`config.mk`:
```
export PLATFORM = sky130hd
export DESIGN_NAME = io_regfile
export DESIGN_NICKNAME = d
export VERILOG_FILES = /design/src/rtl/iorf_pkg.sv /design/src/rtl/iorf_pal_ram.sv /design/src/rtl/iorf_pal_pair.sv /design/src/rtl/io_regfile.sv
export SDC_FILE = /design/constraint.sdc
export NUM_CORES = 1
export LEC_CHECK = 0
export ABC_AREA = 1
export CAP_MARGIN = 20
export CORE_MARGIN = 4
export CORE_UTILIZATION = 30
export DETAILED_ROUTE_END_ITERATION = 12
export SKIP_LAST_GASP = 1
export SYNTH_ARGS = -nofsm -noshare
export SYNTH_HDL_FRONTEND = slang
export SYNTH_HIERARCHICAL = 1
export SYNTH_SLANG_ARGS = --single-unit
```
`constraint.sdc`:
```
create_clock -name clk -period 4.5 [get_ports clk]
set_input_delay 0.675 -clock clk [delete_from_list [all_inputs] [get_ports clk]]
set_output_delay 0.675 -clock clk [all_outputs]
set_load 0.01 [all_outputs]
```
`src/rtl/iorf_pkg.sv`:
```
package iorf_pkg;
  localparam int unsigned ADDR_W = 7;
  localparam int unsigned DATA_W = 8;
  typedef logic [ADDR_W-1:0] ofs_t;
  typedef logic [DATA_W-1:0] byte_t;

  localparam ofs_t OFS_JOY   = 7'h00;
  localparam ofs_t OFS_SDAT  = 7'h01;
  localparam ofs_t OFS_SCTL  = 7'h02;
  localparam ofs_t OFS_DIV   = 7'h04;
  localparam ofs_t OFS_TCNT  = 7'h05;
  localparam ofs_t OFS_TMOD  = 7'h06;
  localparam ofs_t OFS_TCTL  = 7'h07;
  localparam ofs_t OFS_IRQF  = 7'h0F;
  localparam ofs_t OFS_DCTL  = 7'h40;
  localparam ofs_t OFS_STAT  = 7'h41;
  localparam ofs_t OFS_SCRY  = 7'h42;
  localparam ofs_t OFS_SCRX  = 7'h43;
  localparam ofs_t OFS_LCMP  = 7'h45;
  localparam ofs_t OFS_XFER  = 7'h46;
  localparam ofs_t OFS_PALB  = 7'h47;
  localparam ofs_t OFS_PAL0  = 7'h48;
  localparam ofs_t OFS_PAL1  = 7'h49;
  localparam ofs_t OFS_WINY  = 7'h4A;
  localparam ofs_t OFS_WINX  = 7'h4B;
  localparam ofs_t OFS_SPD   = 7'h4D;
  localparam ofs_t OFS_VBANK = 7'h4F;
  localparam ofs_t OFS_BSRCH = 7'h51;
  localparam ofs_t OFS_BSRCL = 7'h52;
  localparam ofs_t OFS_BDSTH = 7'h53;
  localparam ofs_t OFS_BDSTL = 7'h54;
  localparam ofs_t OFS_BCMD  = 7'h55;
  localparam ofs_t OFS_BGPTR = 7'h68;
  localparam ofs_t OFS_BGDAT = 7'h69;
  localparam ofs_t OFS_OBPTR = 7'h6A;
  localparam ofs_t OFS_OBDAT = 7'h6B;
  localparam ofs_t OFS_WBANK = 7'h70;

  function automatic logic colour_only(input ofs_t a);
    return (a == OFS_SPD) || (a == OFS_VBANK) || (a == OFS_WBANK) ||
           (a >= OFS_BSRCH && a <= OFS_BCMD) ||
           (a >= OFS_BGPTR && a <= OFS_OBDAT);
  endfunction
endpackage

```
`src/rtl/iorf_pal_ram.sv`:
```
module iorf_pal_ram #(
  parameter int unsigned DEPTH = 64,
  parameter int unsigned WIDTH = 8,
  localparam int unsigned AW = $clog2(DEPTH)
) (
  input  logic             clk,
  input  logic             we,
  input  logic [AW-1:0]    waddr,
  input  logic [WIDTH-1:0] wdata,
  input  logic [AW-1:0]    raddr,
  output logic [WIDTH-1:0] rdata
);
  logic [WIDTH-1:0] mem [DEPTH];

  always_ff @(posedge clk) begin
    if (we) mem[waddr] <= wdata;
  end

  assign rdata = mem[raddr];
endmodule

```
`src/rtl/iorf_pal_pair.sv`:
```
module iorf_pal_pair #(
  parameter int unsigned DEPTH = 64,
  localparam int unsigned AW = $clog2(DEPTH),
  localparam int unsigned PAD = 7 - AW
) (
  input  logic       clk,
  input  logic       rst,
  input  logic       ptr_we,
  input  logic       dat_we,
  input  logic [7:0] wdata,
  output logic [7:0] ptr_o,
  output logic [7:0] dat_o
);
  logic          auto_q;
  logic [AW-1:0] ptr_q;
  logic [7:0]    dat_q;
  logic [7:0]    ram_rd;

  iorf_pal_ram #(.DEPTH(DEPTH), .WIDTH(8)) u_ram (
    .clk   (clk),
    .we    (dat_we),
    .waddr (ptr_q),
    .wdata (wdata),
    .raddr (wdata[AW-1:0]),
    .rdata (ram_rd)
  );

  always_ff @(posedge clk) begin
    if (rst) begin
      auto_q <= 1'b0;
      ptr_q  <= '0;
      dat_q  <= '0;
    end else if (ptr_we) begin
      auto_q <= wdata[7];
      ptr_q  <= wdata[AW-1:0];
      dat_q  <= ram_rd;
    end else if (dat_we) begin
      dat_q <= wdata;
      if (auto_q) ptr_q <= ptr_q + 1'b1;
    end
  end

  assign ptr_o = {auto_q, {PAD{1'b0}}, ptr_q};
  assign dat_o = dat_q;


  autoinc_step_chk: assert property (@(posedge clk) disable iff (rst)
    (dat_we && !ptr_we && auto_q) |=> (auto_q && ptr_q == $past(ptr_q) + 1'b1));

  ptr_hold_chk: assert property (@(posedge clk) disable iff (rst)
    (dat_we && !ptr_we && !auto_q) |=> $stable(ptr_q));
endmodule

```
`src/rtl/io_regfile.sv`:
```
module io_regfile
  import iorf_pkg::*;
#(
  parameter int unsigned PAL_ENTRIES = 64,
  localparam int unsigned NPAL = 2
) (
  input  logic              clk,
  input  logic              rst,
  input  logic              color_en,
  input  logic              wr_en,
  input  logic              rd_en,
  input  logic [ADDR_W-1:0] addr,
  input  logic [7:0]        wr_data,
  output logic [7:0]        rd_data,
  output logic              stat_upd_o,
  output logic              map_chg_o,
  output logic              dma_go_o,
  output logic              hdma_go_o
);
  byte_t joy_q, sdat_q, sctl_q, div_q, tcnt_q, tmod_q, tctl_q, irqf_q;
  byte_t dctl_q, stat_q, scry_q, scrx_q, lcmp_q, palb_q, pal0_q, pal1_q;
  byte_t winy_q, winx_q, spd_q, vbank_q, wbank_q;
  byte_t bsrch_q, bsrcl_q, bdsth_q, bdstl_q, bcmd_q;
  byte_t pal_ptr [NPAL];
  byte_t pal_dat [NPAL];

  logic wr_ok;
  assign wr_ok = wr_en && (color_en || !colour_only(addr));

  for (genvar g = 0; g < NPAL; g++) begin : g_pal
    localparam ofs_t PTR_OFS = (g == 0) ? OFS_BGPTR : OFS_OBPTR;
    localparam ofs_t DAT_OFS = (g == 0) ? OFS_BGDAT : OFS_OBDAT;
    iorf_pal_pair #(.DEPTH(PAL_ENTRIES)) u_pair (
      .clk    (clk),
      .rst    (rst),
      .ptr_we (wr_ok && addr == PTR_OFS),
      .dat_we (wr_ok && addr == DAT_OFS),
      .wdata  (wr_data),
      .ptr_o  (pal_ptr[g]),
      .dat_o  (pal_dat[g])
    );
  end

  always_ff @(posedge clk) begin
    if (rst) begin
      joy_q <= '0; sdat_q <= '0; sctl_q <= '0; div_q <= '0;
      tcnt_q <= '0; tmod_q <= '0; tctl_q <= '0; irqf_q <= '0;
      dctl_q <= '0; stat_q <= '0; scry_q <= '0; scrx_q <= '0;
      lcmp_q <= '0; palb_q <= '0; pal0_q <= '0; pal1_q <= '0;
      winy_q <= '0; winx_q <= '0; spd_q <= '0; vbank_q <= 8'hFE;
      wbank_q <= '0; bsrch_q <= '0; bsrcl_q <= '0; bdsth_q <= '0;
      bdstl_q <= '0; bcmd_q <= '0;
    end else begin
      if (rd_en && !wr_ok && addr == OFS_SCTL) sctl_q[7] <= 1'b0;
      if (wr_ok) begin
        case (addr)
          OFS_JOY:   joy_q   <= wr_data;
          OFS_SDAT:  sdat_q  <= wr_data;
          OFS_SCTL:  sctl_q  <= wr_data;
          OFS_DIV:   div_q   <= '0;
          OFS_TCNT:  tcnt_q  <= wr_data;
          OFS_TMOD:  tmod_q  <= wr_data;
          OFS_TCTL:  tctl_q  <= wr_data;
          OFS_IRQF:  irqf_q  <= wr_data & 8'h1F;
          OFS_DCTL:  dctl_q  <= wr_data;
          OFS_STAT:  stat_q  <= (stat_q & 8'h07) | (wr_data & 8'h78);
          OFS_SCRY:  scry_q  <= wr_data;
          OFS_SCRX:  scrx_q  <= wr_data;
          OFS_LCMP:  lcmp_q  <= wr_data;
          OFS_PALB:  palb_q  <= wr_data;
          OFS_PAL0:  pal0_q  <= wr_data;
          OFS_PAL1:  pal1_q  <= wr_data;
          OFS_WINY:  winy_q  <= wr_data;
          OFS_WINX:  winx_q  <= wr_data;
          OFS_SPD:   spd_q   <= (spd_q & 8'h80) | (wr_data & 8'h01);
          OFS_VBANK: vbank_q <= wr_data | 8'hFE;
          OFS_WBANK: wbank_q <= wr_data & 8'h07;
          OFS_BSRCH: bsrch_q <= wr_data;
          OFS_BSRCL: bsrcl_q <= wr_data & 8'hF0;
          OFS_BDSTH: bdsth_q <= wr_data & 8'h1F;
          OFS_BDSTL: bdstl_q <= wr_data & 8'hF0;
          OFS_BCMD:  bcmd_q  <= wr_data;
          default: ;
        endcase
      end
    end
  end

  always_ff @(posedge clk) begin
    if (rst) begin
      stat_upd_o <= 1'b0;
      map_chg_o  <= 1'b0;
      dma_go_o   <= 1'b0;
      hdma_go_o  <= 1'b0;
    end else begin
      stat_upd_o <= wr_ok && (addr == OFS_STAT || addr == OFS_LCMP);
      map_chg_o  <= wr_ok && (addr == OFS_VBANK || addr == OFS_WBANK);
      dma_go_o   <= wr_ok && addr == OFS_XFER;
      hdma_go_o  <= wr_ok && addr == OFS_BCMD;
    end
  end

  byte_t ext_rd;
  always_comb begin
    case (addr)
      OFS_SPD:   ext_rd = spd_q;
      OFS_VBANK: ext_rd = vbank_q;
      OFS_WBANK: ext_rd = wbank_q;
      OFS_BSRCH: ext_rd = bsrch_q;
      OFS_BSRCL: ext_rd = bsrcl_q;
      OFS_BDSTH: ext_rd = bdsth_q;
      OFS_BDSTL: ext_rd = bdstl_q;
      OFS_BCMD:  ext_rd = bcmd_q;
      OFS_BGPTR: ext_rd = pal_ptr[0];
      OFS_BGDAT: ext_rd = pal_dat[0];
      OFS_OBPTR: ext_rd = pal_ptr[1];
      OFS_OBDAT: ext_rd = pal_dat[1];
      default:   ext_rd = 8'hFF;
    endcase
  end

  always_comb begin
    case (addr)
      OFS_JOY:  rd_data = joy_q;
      OFS_SDAT: rd_data = sdat_q;
      OFS_SCTL: rd_data = sctl_q;
      OFS_DIV:  rd_data = div_q;
      OFS_TCNT: rd_data = tcnt_q;
      OFS_TMOD: rd_data = tmod_q;
      OFS_TCTL: rd_data = tctl_q;
      OFS_IRQF: rd_data = irqf_q;
      OFS_DCTL: rd_data = dctl_q;
      OFS_STAT: rd_data = stat_q;
      OFS_SCRY: rd_data = scry_q;
      OFS_SCRX: rd_data = scrx_q;
      OFS_LCMP: rd_data = lcmp_q;
      OFS_PALB: rd_data = palb_q;
      OFS_PAL0: rd_data = pal0_q;
      OFS_PAL1: rd_data = pal1_q;
      OFS_WINY: rd_data = winy_q;
      OFS_WINX: rd_data = winx_q;
      default:  rd_data = color_en ? ext_rd : 8'hFF;
    endcase
  end


  div_clear_chk: assert property (@(posedge clk) disable iff (rst)
    (wr_en && addr == OFS_DIV) |=> (div_q == 8'h00));

  stat_low_keep_chk: assert property (@(posedge clk) disable iff (rst)
    (wr_en && addr == OFS_STAT) |=> (stat_q[2:0] == $past(stat_q[2:0])));

  stat_strobe_chk: assert property (@(posedge clk) disable iff (rst)
    (wr_en && (addr == OFS_STAT || addr == OFS_LCMP)) |=> stat_upd_o);

  map_strobe_chk: assert property (@(posedge clk) disable iff (rst)
    (wr_en && color_en && (addr == OFS_VBANK || addr == OFS_WBANK)) |=> map_chg_o);

  sctl_clear_chk: assert property (@(posedge clk) disable iff (rst)
    (rd_en && !wr_en && addr == OFS_SCTL) |=> !sctl_q[7]);

  gated_hold_chk: assert property (@(posedge clk) disable iff (rst)
    (wr_en && !color_en && addr == OFS_VBANK) |=> ($stable(vbank_q) && !map_chg_o));

  xfer_strobe_chk: assert property (@(posedge clk) disable iff (rst)
    (wr_en && addr == OFS_XFER) |=> dma_go_o);
endmodule

```
## Word-level counts from Yosys, hierarchy flattened

Memories as Yosys holds them, arrays and structs flattened.
Cells that the tools add are included.

| cells by class | value |
|---|---|
| $add $sub $neg | 2 |
| $mul | 0 |
| divide/modulo/power cells | 0 |
| $lt $le $gt $ge | 4 |
| equal/unequal tests | 30 |
| shift operators | 0 |
| multiplexer cells | 20 |
| bitwise logic cells | 2 |
| reductions and logical operators | 54 |

Operator list:

| cell | number |
|---|---|
| 7-bit == test (second input constant) | 23 |
| 8-bit case mux with 18 select lines | 1 |
| 8-bit case mux with 12 select lines | 1 |
| 8-bit two-way mux | 7 |
| 2-bit AND reduction | 27 |
| 6-bit two-way mux | 6 |
| 7-bit by 3-bit == test with 1-bit output (second input constant) | 4 |
| 7-bit >= comparator (second input constant) | 2 |
| 7-bit <= comparator (second input constant) | 2 |
| 1-bit logical AND | 13 |
| 6-bit by 1-bit adder with 6-bit output (second input constant) | 2 |
| 8-bit by 1-bit OR with 8-bit output | 1 |
| 2-bit nonzero test | 4 |
| 7-bit by 1-bit == test with 1-bit output (second input constant) | 1 |
| 7-bit by 2-bit == test with 1-bit output (second input constant) | 1 |
| 7-bit by 4-bit == test with 1-bit output (second input constant) | 1 |
| 7-bit logical NOT | 1 |
| 1-bit logical OR | 7 |
| 3-bit by 7-bit OR with 7-bit output | 1 |
| 1-bit two-way mux | 5 |
| 1-bit logical NOT | 2 |

| storage, ports and cells | value |
|---|---|
| register bits after elaboration | 208 |
| bits in latches | 0 |
| RAM bits | 1024 |
| bits in read-only memories | 0 |
| input bits | 20 |
| output and inout port bits | 12 |
| logic and storage cells | 150 |
| memories | 2 |

Memories:

| memory | words | bits a word | read ports | clocked after memory_dff | write ports | RTL line | text |
|---|---|---|---|---|---|---|---|
| g_pal[0].u_pair.u_ram.mem | 64 | 8 | 1 | 0 | 1 | iorf_pal_ram.sv:13 | `logic [WIDTH-1:0] mem [DEPTH];` |
| g_pal[1].u_pair.u_ram.mem | 64 | 8 | 1 | 0 | 1 | iorf_pal_ram.sv:13 |  |

## Depth between registers and ports, before layout

Gate-level depths: netlist of run 1.

| depth | value |
|---|---|
| depth after elaboration | 14 |
| depth in mapped cells | 20 |
| depth with buffers taken out | 19 |

## By module

The synthesis of run 1 kept the hierarchy.

By module, submodules not included:

| module | instances | cells an instance | area each (µm²) | sequential area each (µm²) |
|---|---|---|---|---|
| iorf_pal_ram | 2 | 1797 | 21179.1 | 15374.7 |
| io_regfile | 1 | 1431 | 8793.4 | 3343.2 |
| iorf_pal_pair | 2 | 125 | 807.0 | 300.3 |

## Worst setup path after synthesis of run 1

No wires, ideal clock.

| path | value |
|---|---|
| path kind | input to register |
| start | input addr[1] |
| end | memory g_pal[0].u_pair.u_ram.mem[48][0], enable pin |
| setup time | 0.395 ns |
| arrival | 3.302 ns |
| required time | 4.105 ns |
| path slack | 0.804 ns |
| cell stages on the path | 15 |
| buffers on the path | 2 |
| cell sequence | nor2_2 -> nand2_1 -> nand2_1 -> nand2_1 -> nand2_2 -> nand3_4 -> nand2_4 -> buf_6 -> nand2_1 -> inv_2 -> nand2_1 -> inv_1 -> clkbuf_1 -> nand4_1 -> nor4_1 |

| on the way | value |
|---|---|
| word-level cells in the longest chain between the ends | 11 |
| elaborated cells between the ends (all ways) | 20 |
| those cells by class | order compare (4); eq/ne (4); mux (2); reduce/logical (10) |

Ends and longest elaborated chain:

| element | RTL line | text |
|---|---|---|
| start: declaration | io_regfile.sv:12 | `input logic [ADDR_W-1:0] addr,` |
| branches (longest 8 deep; another with 7-bit >= comparator) | n/a |  |
| 1-bit logical AND * | io_regfile.sv:37 | `.dat_we (wr_ok && addr == DAT_OFS),` |
| 1-bit two-way mux * | iorf_pal_ram.sv:16 | `if (we) mem[waddr] <= wdata;` |
| 1-bit two-way mux (implied by the code) * | iorf_pal_ram.sv:16 |  |
| end: declaration | iorf_pal_ram.sv:13 |  |

Mark *: on every way between the ends.

## Worst setup path after layout of run 1

| path | value |
|---|---|
| start | input addr[2] |
| end | output rd_data[7] |

| on the way | value |
|---|---|
| word-level cells in the longest chain between the ends | 4 |
| elaborated cells between the ends (all ways) | 33 |
| those cells by class | eq/ne (29); mux (3); reduce/logical (1) |

Ends and longest elaborated chain:

| element | RTL line | text |
|---|---|---|
| 7-bit == test | io_regfile.sv:105 | `case (addr)` |
| 8-bit case mux with 12 select lines | io_regfile.sv:105 |  |
| 8-bit two-way mux | io_regfile.sv:142 | `default: rd_data = color_en ? ext_rd : 8'hFF;` |
| 8-bit case mux with 18 select lines * | io_regfile.sv:123 | `case (addr)` |
| end: declaration | io_regfile.sv:14 | `output logic [7:0] rd_data,` |

Mark *: on every way between the ends. The rest lies on a longest branch, timed or not.

==> impl_metrics.ini, run 1 <==
[status]
status = completed

[placement]
port_buffers = 31
dp_hpwl_um = 81000
placed_cells = 7529
gp_congestion = 0.900

[worst_hold_path]
hold_depth = 1
hold_class = primary input to register
whs_endpoint = g_pal[1].u_pair/u_ram/mem[30][1]$_DFFE_PP_
hold_start = wr_data[1]

[synthesis]
avgSynthCellArea_sq_um = 10.0
synthesis.nets = 5297
synthCells = 5275
synth_ff_type = edfxtp_1
ys_seq_elements = 1221
syn_area_sq_mm = 0.0528
ys_types = 42
async_flop_share = 0
synth_warnings = 6
yosysSeqAreaShare = 0.657
synth-edff-count = 1024

[layout]
final_cells = 7748
largest_register_ffs = 1024
fillers = 17510
multiInputGateArea_sq_mm = 0.0150
syn_to_final_growth_pct = 12.4
regMostFlops = g_pal.u_pair/u_ram/mem
drive_gt1_frac = 0.0787
utilization = 0.340
final_nets = 5346
diodes = 0
seq_area_sq_mm = 0.0347

[sta]
fmax_mhz = 236
rsz0062_at_grt = false
period_minus_slack_ns = 4.23
tightest_slew_ns = 1.10
final-setup-viol-count = 0
finClkSkew_ns = 0.0323
hold_viol = 0
finalSetupTns_ns = 0
slew_headroom = 0.264
fin_crit_sh = 0.941
final_max_slew_viol_count = 0

[floorplan]
io_pins = 32
core.rowCount = 153
die_h_um = 427
initial_utilization = 0.303
die_w_um = 427
core_area_sq_mm = 0.174
dieArea_sq_mm = 0.183

[power_and_ir_drop]
swShare = 0.226
ir_worst_vdd_mv = 0.385
power_density_mw_per_mm2 = 388
p_clk_frac = 0.412
p_sw_mw = 5.20
p_leak_nw = 22.6
seq_power_share = 0.532
power_mw = 23.0
cell_internal_pwr_mw = 17.8
power_frac_comb = 0.056

[route]
drt.antenna.violating_nets = 0
avgViaCountPerCell = 4.75
vias = 36771
drt-wirelength-per-cell_um = 17.5
wirelength_um = 135000
drc_errors = 0
drtIter0Drc = 3308
dr.pass1.iters = 6

[cts]
cts.sinks = 1221
cts-root-buf = clkbuf_16
postCtsSetupBuffers = 0
cts_buffer_depth = 3
worstSkewPairLatency_ns = 0.73
cts.repair.resized = 0
cts_made_buffers = 116
cts_tree = done
path_clk_slew_ns = 0.06
cts_hold_buffers = 0
htreeDepth = 3

[critical_path]
cp.arrival_ns = 3.56
critPathTopFamily = simple AND/OR/NAND/NOR gates
worstPathCellList = clkdlybuf4s50_1 -> nor2_2 -> nand2_1 -> nor2_1 -> inv_1 -> o22ai_1 -> nor2_1 -> nand3_1 -> nor2_1 -> nand2_1 -> clkdlybuf4s50_1
cp_num_buf_inv = 3
cp-start-kind = primary input
cp_max_fo = 6
endpoint_kind = output pin
path_class = primary input to output pin
crit_required_ns = 3.83
max_stage_delay_ns = 0.55
r2r_slack_ns = 2.06
cp_slowest_cell = clkdlybuf4s50_1
crit_top_cell = nor2_1
rr_worst_depth = 4
reg2reg_to = g_pal[1].u_pair/u_ram/mem[15][1]$_DFFE_PP_
r2r-start = g_pal[1].u_pair/ptr_q[0]$_SDFFE_PP0P_

[grt]
grt_pass1_wl_um = 210000
grt_start_max_net_pins = 146
grt_pass1_vias = 35369
grt.total_usage = 0.146
antenna_found_initial = 0
grt-ovfl-total = 0

[flow_run]
drv_cap = 0
-- per-stage QoR --
| step | cell area, sq um | hold WS (ns) | setup slack [ns] |
|---|---|---|---|
| 3_3_place_gp | 55600 | 0.497 | 0.290 |
| 5_1_grt | 59300 | 0.308 | 0.0805 |
| 3_5_place_dp | 55600 | 0.499 | 0.286 |
| 2_1_floorplan | 52800 | 0.489 | 0.804 |
| 6_report | 59300 | 0.343 | 0.266 |
| 4_1_cts | 59200 | 0.299 | 0.313 |
-- per-layer routing --
metal	wire (um)	track usage	up-vias
li1	-	-	17813
met1	62400	0.206	17783
met2	62700	0.236	998
met3	7530	0.0230	177
met4	2820	0.0332	0
met5	0	0	-
-- worst register-to-register path: stages (launching register included) --
cell and delay (ns):
dfxtp_1 0.86, nand4_1 0.57, buf_4 0.36, nor2_1 0.14, buf_4 0.21
-- worst max path at each step --
stage,cells after the start,startpoint,slack (ns),endpoint
final,11,addr[2],0.27,rd_data[7]
after CTS,11,addr[6],0.31,rd_data[3]
after global placement,10,addr[6],0.29,g_pal[1].u_pair/u_ram/mem[48][6]$_DFFE_PP_
after global routing,12,addr[3],0.08,rd_data[7]
after floorplan,15,addr[1],0.80,g_pal[0].u_pair/u_ram/mem[48][0]$_DFFE_PP_
after detailed placement,10,addr[6],0.29,g_pal[1].u_pair/u_ram/mem[48][4]$_DFFE_PP_
-- cells in the mapped netlist, drive strengths merged (17+ instances only) --
library cell,n,area (sq um)
a21oi,32,175
buf,238,1840
clkbuf,53,199
dfxtp,197,3940
edfxtp,1024,30700
inv,266,1010
nand2,1855,7000
nand3,927,4740
nand4,25,156
nor2,520,1970
nor4,17,113
o21ai,30,158
o22ai,35,219
-- power groups by stage --
| stage | registers (mW) | logic (mW) | clock network, mW |
|---|---|---|---|
| 2_1_floorplan | 12.5 | 0.810 | 0 |
| 3_3_place_gp | 12.5 | 1.29 | 0 |
| 3_5_place_dp | 12.5 | 1.30 | 0 |
| 4_1_cts | 12.2 | 1.30 | 9.68 |
| 5_1_grt | 12.2 | 1.43 | 10.2 |
| 6_report | 12.2 | 1.30 | 9.48 |
-- layout by cell type (no fill, tap or decap), types with 7 or more instances in the layout --
cell type / count
inv_1: 247
o21ai_0: 18
nor2_1: 511
bufinv_16: 7
nand3_1: 917
a21oi_1: 28
nor2_2: 9
clkinv_1: 22
o21ai_1: 10
nor4_1: 16
o211ai_1: 15
nand4_1: 25
clkinv_2: 20
nand2_1: 1843
clkdlybuf4s50_1: 22
edfxtp_1: 1024
nand3_4: 7
dfxtp_1: 197
nand2_2: 11
inv_6: 7
clkbuf_16: 116
clkbuf_8: 7
nor3_1: 11
o22ai_1: 35
buf_4: 174
inv_2: 14
clkbuf_1: 32
buf_12: 15
-- layout make-up --
type	count	area share
tap	2325	0.0491
clock buffer	154	0.0524
clock inverter	63	0.00939
inverter	266	0.0172
sequential	1221	0.585
multi-input combinational	3497	0.253
timing repair buffer	222	0.0336
-- cells by family (layout without fill, tap and decap cells) --
family          after synthesis  count (layout)  synth area share
compound gates              127             127            0.0149
simple gates               3366            3366             0.269
buf+inv                     557             705            0.0578
flops                      1221            1221             0.657
other cells                   2               2          0.000142
fa+ha+maj                     2               2          0.000474
No activity file was read; power rests on OpenSTA's default activity.
==> run 2: changes to the inputs <==
--- a/config.mk
+++ b/config.mk
@@ -7,11 +7,9 @@
 export LEC_CHECK = 0
 export ABC_AREA = 1
 export CAP_MARGIN = 20
-export CORE_MARGIN = 4
 export CORE_UTILIZATION = 30
 export DETAILED_ROUTE_END_ITERATION = 12
 export SKIP_LAST_GASP = 1
 export SYNTH_ARGS = -nofsm -noshare
 export SYNTH_HDL_FRONTEND = slang
-export SYNTH_HIERARCHICAL = 1
 export SYNTH_SLANG_ARGS = --single-unit
==> run 2 against run 1 <==
Maximum frequency is 4.3% higher. Synthesized area barely moved. Sequential share of layout area fell by 0.54 points. Synthesized cell count increased by 0.99%. Via count is 1.9% higher. Count of clock-buffer cells in the layout is the same. Global-route usage grew 1.3 points. Flip-flop and latch count unchanged. Die area is 2.8% lower. Largest power group unchanged.
==> impl_metrics.ini, run 2 <==
[status]
status = completed

[layout]
drive_gt1_frac = 0.0703
final_cell_mix = nand2_1 (1578), edfxtp_1 (1024), nand3_1 (848)
diodes = 0
utilization = 0.344
fillers = 17550
syn_to_final_growth_pct = 13.4
regMostFlops = g_pal.u_pair.u_ram.mem
final_cell_area_sq_mm = 0.0598
final_cells = 7730
mostFrequentLayoutCell = nand2_1
largest_register_ffs = 1024
final_nets = 5323

[sta]
finClkSkew_ns = 0.0774
finalSetupTns_ns = 0
final_max_slew_viol_count = 0
period_minus_slack_ns = 4.06
hold_viol = 0
holdWs_ns = 0.252
fin_ws_ns = 0.440
slew_headroom = 0.317
rsz0062_at_grt = false
tightest_slew_ns = 1.02
final-setup-viol-count = 0
fin_crit_sh = 0.902
fmax_mhz = 246

[synthesis]
yosysTopAreaCellShare = 0.583
async_flop_share = 0
post-synth-top-count-cell = nand2_1
ys_types = 43
synth_top_family_by_area = simple AND/OR/NAND/NOR gates
synth_compound_area_frac = 0.0293
synth_warnings = 0
yosysSeqAreaShare = 0.658
synth.mux.area_fraction = 0
synth-edff-count = 1024
yosys-top-cells-count = nand2_1 (1578), edfxtp_1 (1024), nand3_1 (848), nor2_1 (441), inv_1 (374)
synth_xor_area_frac = 0.000664
synthesis.nets = 5349
yosys.area_share.simple = 0.256
synth_fa_ha_area_frac = 0.000474
synth_ff_type = edfxtp_1
avgSynthCellArea_sq_um = 9.90
synthCells = 5327
synth_area_leader_cell = edfxtp_1
synth_area_leaders = edfxtp_1 (58%), nand2_1 (11%), nand3_1 (8.0%)
ys_seq_elements = 1221
syn_area_sq_mm = 0.0528

[cts]
worstSkewPairLatency_ns = 0.77
cts_buffer_depth = 3
path_clk_slew_ns = 0.06
cts_tree = done
cts.repair.resized = 0
cts_made_buffers = 121
cts_hold_buffers = 0
htreeDepth = 3
cts-root-buf = clkbuf_16
cts.sinks = 1221
postCtsSetupBuffers = 0

[power_and_ir_drop]
p_leak_nw = 21.7
ir_worst_vdd_mv = 0.343
power_density_mw_per_mm2 = 397
power_mw = 23.7

[floorplan]
die_w_um = 421
initial_utilization = 0.303
die_h_um = 421
core_area_sq_mm = 0.174
dieArea_sq_mm = 0.178
core.rowCount = 153
io_pins = 32

[critical_path]
cp_max_fo = 11
cp-startpoint = addr[1]
rr_worst_depth = 4
r2r_slack_ns = 2.02
cp_slowest_cell = clkdlybuf4s50_1
crit_required_ns = 3.83
r2r-start = g_pal[0].u_pair.ptr_q[1]$_SDFFE_PP0P_
cp-start-kind = primary input
path_class = primary input to output pin
endpoint_kind = output pin
max_stage_delay_ns = 0.57
worstPathCellList = clkdlybuf4s50_1 -> inv_1 -> nand2_2 -> nor2_1 -> nand2_1 -> inv_1 -> a211oi_1 -> nand3_1 -> nor2_1 -> nand2_1 -> clkdlybuf4s50_1
crit_end = rd_data[1]
cp.arrival_ns = 3.38
reg2reg_to = g_pal[0].u_pair.u_ram.mem[26][5]$_DFFE_PP_

[flow_run]
drv_cap = 0

[placement]
place_area_sq_mm = 0.0559
dp_hpwl_um = 87300
gp_congestion = 0.916
dpl_worst_slack_ns = 0.451
port_buffers = 31
placed_cells = 7503

[route]
drc_errors = 0
drtIter0Drc = 3859
drt-wirelength-per-cell_um = 18.6
vias = 37478
drt.antenna.violating_nets = 0
avgViaCountPerCell = 4.85
wirelength_um = 144000
dr.pass1.iters = 6

[worst_hold_path]
hold_class = primary input to register

[grt]
grt.total_usage = 0.158
grt_start_max_net_pins = 207
antenna_found_initial = 0
grt_pass1_wl_um = 220000
grt_pass1_vias = 35493
grt-ovfl-total = 0
==> run 2: cell types whose count changed in the layout (fill, tap and decap cells not counted), moves of 43 or more <==
cell     before   now
buf_4       174   131
inv_1       247   373
nand2_1    1843  1578
nand3_1     917   848
nand4_1      25   168
nor2_1      511   441
o21ai_0      18   114
==> run 2: cell families after synthesis <==
| group | Yosys count |
|---|---|
| simple gates | 3098 |
| flops | 1221 |
| buf+inv | 730 |
| compound gates | 272 |
| xor+xnor | 4 |
| fa+ha+maj | 2 |
==> run 2: metal layers <==
layer / GRT usage / up-vias / wire, um
li1: - / 18058 / -
met1: 0.217 / 18060 / 63400
met2: 0.258 / 1129 / 68000
met3: 0.0202 / 231 / 8090
met4: 0.0523 / 0 / 4150
met5: 0 / - / 0
==> run 2: cell type report <==
class / instances / area, sq um / share of cell area
Inverter: 403 / 1540 / 0.0257
Clock inverter: 73 / 751 / 0.0125
Sequential cell: 1221 / 34700 / 0.580
Tap cell: 2325 / 2910 / 0.0486
Multi-Input combinational cell: 3376 / 15100 / 0.252
Clock buffer: 154 / 3200 / 0.0535
Timing Repair Buffer: 178 / 1660 / 0.0278
==> run 2: critical path: cells and delay by family <==
kind / cells / cell delay [ns]
AOI/OAI and AO/OA: 1 / 0.40
and+or+nand+nor: 6 / 0.88
buffers and inverters: 4 / 1.42
==> run 2: how the worst min path moves through the flow <==
stage	endpoint	from	slack (ns)	depth (start not counted)
floorplan	spd_q[0]$_SDFFE_PP0P_	spd_q[0]$_SDFFE_PP0P_	0.42	2
global placement	g_pal[1].u_pair.dat_o[4]$_SDFFE_PP0P_	g_pal[1].u_pair.dat_o[4]$_SDFFE_PP0P_	0.46	2
detailed placement	spd_q[0]$_SDFFE_PP0P_	spd_q[0]$_SDFFE_PP0P_	0.47	2
CTS	g_pal[0].u_pair.u_ram.mem[56][6]$_DFFE_PP_	wr_data[6]	0.22	1
global route	g_pal[0].u_pair.u_ram.mem[59][6]$_DFFE_PP_	wr_data[6]	0.24	1
finish	g_pal[0].u_pair.u_ram.mem[57][6]$_DFFE_PP_	wr_data[6]	0.25	1
==> run 2: report_power, final <==
group / internal, mW / switching, mW / total [mW]
combinational: 0.343 / 1.02 / 1.36
clock: 5.73 / 4.41 / 10.1
sequential: 12.2 / 0.00328 / 12.2
